**src/rtl/usb_tmode_pkg.sv**
```systemverilog
package usb_tmode_pkg;
  localparam int DW       = 8;
  localparam int HS_BIT   = 7;
  localparam int FS_BIT   = 4;
  localparam int NPAT     = 4;
  localparam logic [DW-1:0] MODE_MASK = (DW'(1) << HS_BIT) | (DW'(1) << FS_BIT) | DW'((1 << NPAT) - 1);

  typedef enum logic [1:0] {SPD_NONE = 2'd0, SPD_FS = 2'd1, SPD_HS = 2'd2} spd_e;
  typedef enum logic [2:0] {PAT_NONE = 3'd0, PAT_SE0 = 3'd1, PAT_J = 3'd2,
                            PAT_K = 3'd3, PAT_PRBS = 3'd4} pat_e;
endpackage

```
**src/rtl/usb_tmode_check.sv**
```systemverilog
module usb_tmode_check
  import usb_tmode_pkg::*;
(
  input  logic [DW-1:0] wdata_i,
  output logic [DW-1:0] masked_o,
  output logic          legal_o
);
  logic spd_clash;
  logic pat_multi;

  assign masked_o  = wdata_i & MODE_MASK;
  assign spd_clash = wdata_i[HS_BIT] & wdata_i[FS_BIT];
  assign pat_multi = $countones(wdata_i[NPAT-1:0]) > 1;
  assign legal_o   = !spd_clash && !pat_multi;
endmodule

```
**src/rtl/usb_tmode_store.sv**
```systemverilog
module usb_tmode_store
  import usb_tmode_pkg::*;
(
  input  logic          clk_i,
  input  logic          rst_ni,
  input  logic          load_i,
  input  logic [DW-1:0] d_i,
  output logic [DW-1:0] q_o,
  output logic          locked_o
);
  logic [DW-1:0] q;

  always_ff @(posedge clk_i or negedge rst_ni) begin
    if (!rst_ni)     q <= '0;
    else if (load_i) q <= d_i;
  end

  assign q_o      = q;
  assign locked_o = |q;

  AST_STICKY: assert property (@(posedge clk_i) disable iff (!rst_ni)
    locked_o |=> $stable(q) && locked_o) else $error("sticky lost");
  AST_SPD_EXCL: assert property (@(posedge clk_i) disable iff (!rst_ni)
    !(q[HS_BIT] && q[FS_BIT])) else $error("speed clash stored");
  AST_PAT_EXCL: assert property (@(posedge clk_i) disable iff (!rst_ni)
    $onehot0(q[NPAT-1:0])) else $error("pattern clash stored");
endmodule

```
**src/rtl/usb_tmode_decode.sv**
```systemverilog
module usb_tmode_decode
  import usb_tmode_pkg::*;
(
  input  logic          clk_i,
  input  logic          rst_ni,
  input  logic [DW-1:0] q_i,
  output logic [1:0]    speed_sel_o,
  output logic [2:0]    line_pat_o,
  output logic          test_active_o
);
  spd_e spd;
  pat_e pat;

  always_comb begin
    if (q_i[HS_BIT])      spd = SPD_HS;
    else if (q_i[FS_BIT]) spd = SPD_FS;
    else                  spd = SPD_NONE;
  end

  always_comb begin
    unique case (q_i[NPAT-1:0])
      4'b0001: pat = PAT_SE0;
      4'b0010: pat = PAT_J;
      4'b0100: pat = PAT_K;
      4'b1000: pat = PAT_PRBS;
      default: pat = PAT_NONE;
    endcase
  end

  assign speed_sel_o   = spd;
  assign line_pat_o    = pat;
  assign test_active_o = |q_i[NPAT-1:0];

  AST_ACTIVE_MATCH: assert property (@(posedge clk_i) disable iff (!rst_ni)
    test_active_o == (line_pat_o != 3'd0)) else $error("active mismatch");
endmodule

```
**src/rtl/usb_tmode_reg.sv**
```systemverilog
module usb_tmode_reg
  import usb_tmode_pkg::*;
#(
  parameter int          AW       = 8,
  parameter logic [AW-1:0] REG_ADDR = AW'('h84)
) (
  input  logic          clk_i,
  input  logic          rst_ni,
  input  logic          wr_en_i,
  input  logic [AW-1:0] addr_i,
  input  logic [DW-1:0] wdata_i,
  output logic [DW-1:0] rdata_o,
  output logic [1:0]    speed_sel_o,
  output logic [2:0]    line_pat_o,
  output logic          test_active_o,
  output logic          err_o
);
  logic [DW-1:0] masked;
  logic          legal;
  logic          locked;
  logic          hit;
  logic          load;
  logic          err_q;

  usb_tmode_check u_check (
    .wdata_i  (wdata_i),
    .masked_o (masked),
    .legal_o  (legal)
  );

  assign hit  = wr_en_i && (addr_i == REG_ADDR);
  assign load = hit && !locked && legal;

  usb_tmode_store u_store (
    .clk_i    (clk_i),
    .rst_ni   (rst_ni),
    .load_i   (load),
    .d_i      (masked),
    .q_o      (rdata_o),
    .locked_o (locked)
  );

  always_ff @(posedge clk_i or negedge rst_ni) begin
    if (!rst_ni) err_q <= 1'b0;
    else         err_q <= hit && !locked && !legal;
  end
  assign err_o = err_q;

  usb_tmode_decode u_decode (
    .clk_i         (clk_i),
    .rst_ni        (rst_ni),
    .q_i           (rdata_o),
    .speed_sel_o   (speed_sel_o),
    .line_pat_o    (line_pat_o),
    .test_active_o (test_active_o)
  );

  AST_BAD_WR_ERR: assert property (@(posedge clk_i) disable iff (!rst_ni)
    (hit && !locked && wdata_i[HS_BIT] && wdata_i[FS_BIT]) |=> err_o) else $error("no err");
  AST_LOCK_NO_ERR: assert property (@(posedge clk_i) disable iff (!rst_ni)
    locked |=> !err_o) else $error("err while locked");
  AST_ADDR_MISS: assert property (@(posedge clk_i) disable iff (!rst_ni)
    (wr_en_i && addr_i != REG_ADDR) |=> $stable(rdata_o)) else $error("miss wrote");
endmodule

```
**config.mk**
```make
export PLATFORM = sky130hd
export DESIGN_NAME = usb_tmode_reg
export DESIGN_NICKNAME = d
export VERILOG_FILES = /design/src/rtl/usb_tmode_pkg.sv /design/src/rtl/usb_tmode_check.sv /design/src/rtl/usb_tmode_store.sv /design/src/rtl/usb_tmode_decode.sv /design/src/rtl/usb_tmode_reg.sv
export SDC_FILE = /design/constraint.sdc
export NUM_CORES = 1
export LEC_CHECK = 0
export BUFFER_PORTS_ARGS = -buffer_cell sky130_fd_sc_hd__buf_2
export CORE_AREA = 2 2 39 41
export CTS_CLUSTER_DIAMETER = 80
export CTS_CLUSTER_SIZE = 10
export DETAILED_ROUTE_END_ITERATION = 16
export DIE_AREA = 0 0 41 43
export HOLD_SLACK_MARGIN = 0.06
export PLACE_DENSITY_LB_ADDON = 0.25
export SYNTH_ARGS = -nofsm -noshare
export SYNTH_HDL_FRONTEND = slang
export SYNTH_SLANG_ARGS = --single-unit
```
**constraint.sdc**
```tcl
create_clock -name clk_i -period 1.5 [get_ports clk_i]
set_clock_uncertainty 0.05 [all_clocks]
set_input_delay 0.225 -clock clk_i [delete_from_list [all_inputs] [get_ports clk_i]]
set_output_delay 0.225 -clock clk_i [all_outputs]
set_load 0.05 [all_outputs]
```
==> impl_results.md <==
- Nets: 104
- CP Launch Type: input port
- Final setup margin: -74.3 ps
- Post-Syn Area: 445 um2
- Synth cell types: 19
- Critical Path RT: 1610 ps
- Final setup fails: 8
- Max Cap Viol: 0
- Wire length per cell: 10.6 um
- Grt ovf: 0
- Min-delay worst type: input port to flop
- Max-slew violations: 0
- DR pass1 iterations: 3
- Largest net degree at the start of global routing: 8
- Global-route wire length before repair: 1530 um
- Crit Path Class: input port to flop
- Final WL: 1030 um
- Async S/R FF share, synth: 100%
- DR iter-0 viols: 4
- Chip height: 43 um
- Worst-case reg-to-reg path depth: 5
- Outcome: finished with violations
- Min Tclk post-route: 1570 ps
- H-tree levels: 1
- Clock root cell: clkbuf_4
- DRC errors left: 0
- CP max-delay cell: fa_1
- WP data arrival: 1690 ps
- Die area: 1760 um2
- Register area share after synthesis: 39.3%
- FMAX: 0.635 GHz
- Initial Utilization: 32.2%
- Pwr dens: 682 nW/um2
- Final Hold Vio Count: 0
- Worst Setup SP: wdata_i[3]
- Yosys warns: 0
- Clock Path Buffers: 2
- Worst-Skew Late Latency: 250 ps
- Crit path max-delay family: adder cells
- Total Routing Usage GR: 13.7%
- Lkg Pwr: 0.414 nW
- RR Startpoint: u_store.q_o[1]$_DFFE_PN0P_
- Post-route ant nets: 0
- EDFF count, synth: 0
- I/O Pins: 34
- Crit-path max FO: 7
- CTS tree: done
- Rows: 14
- Core box area: 1380 um2
- Number of stages on the worst setup path: 7
- Area growth syn-to-layout: 88.8%
- Buf/Inv on CP: 1
- Num CTS Buffers: 3
- DR vias/cell: 4.55
- Avg Inst Size Synth: 10.9 um2
- Syn Inst Count: 41
- Final period utilization: 105%
- Initial antenna violation count: 0
- FF-to-FF End: u_store.q_o[0]$_DFFE_PN0P_
- Gpl congestion: 0.679
- Main flop type after synthesis: dfrtp_1
- Most common cell in the netlist: dfrtp_1
- Synth area leaders: dfrtp_1 39%, o21bai_1 10%, ha_1 5.6%
- Failing checks: setup timing
- DPL Wire Length: 769 um
- Diode count: 0
- Leading area contributor after synthesis: dfrtp_1
- Worst path max stage delay: 470 ps
- Hold_ws: 173 ps
- Clock sink total: 7
- Post-synth top area share: 39.3%
- Port bufs: 29
- Vias in the first global route: 385
- Max VDD drop: 0.296 mV
- Via Count: 441
- Worst-path clk slew: 50 ps
- Fraction of layout cells with a size suffix above 1: 71.6%
- Synth top cells by count: 7 x dfrtp_1, 6 x nand2_1, 6 x o21bai_1, 3 x buf_4
- R2R Setup Slk: 100 ps
- Worst setup path endpoint: u_store.q_o[1]$_DFFE_PN0P_
- Dpl ws: -379 ps
- Die Span X: 41 um
- Cells along the critical path: buf_8 -> ha_4 -> and2_4 -> fa_1 -> a211oi_4 -> nand2_1 -> o21bai_1
- Unrepaired setup endpoints after global routing: true
- CP Capture Type: flop
- Yosys reg bits: 7
- Fillers: 118
-- timing repair --
item                       in CTS  in global routing
buffers inserted                0                  4
hold buffers                    1                  0
pin swaps                      15                  7
gates resized for setup        10                 17
hold endpoints to repair        7                  0
setup endpoints to repair      11                 11
-- per-layer routing --
metal	global-route usage [%]	up-vias	part of all wire [%]
li1	-	218	-
met1	15.2	205	38
met2	20.3	18	56
met3	3.14	0	5.8
met4	12.0	0	0
met5	0	-	0
-- registers in the layout, indices dropped and copies added (netlist names) --
signal	flops
u_store.q_o	6
err_o	1
-- cells by family after synthesis --
| logic type | synth area share (%) |
|---|---|
| xor+xnor | 3.93 |
| compound gates | 12.9 |
| simple gates | 27.8 |
| flops | 39.3 |
| other cells | 0.842 |
| fa+ha+maj | 10.1 |
| buf+inv | 5.06 |
-- report_power, final --
part | leakage, nW | switching (mW) | total [mW] | internal (mW)
Combinational | 0.307 | 0.112 | 0.206 | 0.0939
Clock | 0.0150 | 0.0640 | 0.165 | 0.101
Sequential | 0.0925 | 0.00837 | 0.202 | 0.194
Total | 0.414 | 0.185 | 0.574 | 0.389
-- per-stage QoR --
step | total power [mW] | cells | setup TNS [ps] | utilization (%) | instance area, um2
after floorplan | 0.323 | 42 | -1330 | - | 510
after global placement | 0.377 | 88 | -2410 | 49.4 | 683
after detailed placement | 0.377 | 88 | -2460 | 49.4 | 683
after CTS | 0.560 | 93 | -831 | 54.7 | 757
after global routing | 0.607 | 97 | -1070 | 60.8 | 841
final | 0.574 | 97 | -396 | 60.8 | 841
-- worst reg2reg max path: stages, from the launching register on --
cell and delay [ps]:
dfrtp_2 450, nor3_4 230, buf_6 130, buf_4 100, nand4_2 160, o21bai_1 200
-- placed cells by master (no fill, tap or decap) --
master,netlist,layout
xnor2_2,0,1
a211oi_4,0,1
fa_1,1,1
nor3_4,0,3
nor4_2,1,1
conb_1,1,2
and2_4,0,2
xnor2_1,2,1
buf_2,0,21
clkbuf_1,0,1
clkbuf_4,0,3
buf_4,3,6
dfrtp_1,7,4
ha_4,0,2
nand2_1,6,6
nand2b_4,0,1
nor2_1,1,1
o21bai_1,6,6
nor4b_2,1,1
buf_6,0,8
nor2b_2,0,1
dlygate4sd3_1,0,1
dfrtp_2,0,3
buf_8,0,2
nand4_2,1,1
and4bb_2,1,1
-- worst min-delay path by stage --
stage | start | to | slack [ps] | cells after the start
6_report | wdata_i[0] | u_store.q_o[0]$_DFFE_PN0P_ | 170 | 3
5_1_grt | wdata_i[0] | u_store.q_o[0]$_DFFE_PN0P_ | 190 | 3
4_1_cts | wdata_i[0] | u_store.q_o[0]$_DFFE_PN0P_ | 170 | 3
3_5_place_dp | rst_ni | u_store.q_o[7]$_DFFE_PN0P_ | 9 | 1
3_3_place_gp | rst_ni | err_o$_DFF_PN0_ | 10 | 1
2_1_floorplan | rst_ni | err_o$_DFF_PN0_ | -120 | 0
-- cell type report --
type | instances | area [um2] | area share [%]
Tap cell | 16 | 20.0 | 2.38
Timing Repair Buffer | 38 | 280 | 33.3
Multi-Input combinational cell | 32 | 335 | 39.9
Clock buffer | 4 | 26.3 | 3.13
Sequential cell | 7 | 179 | 21.3
No activity file was read; power rests on OpenSTA's default activity.
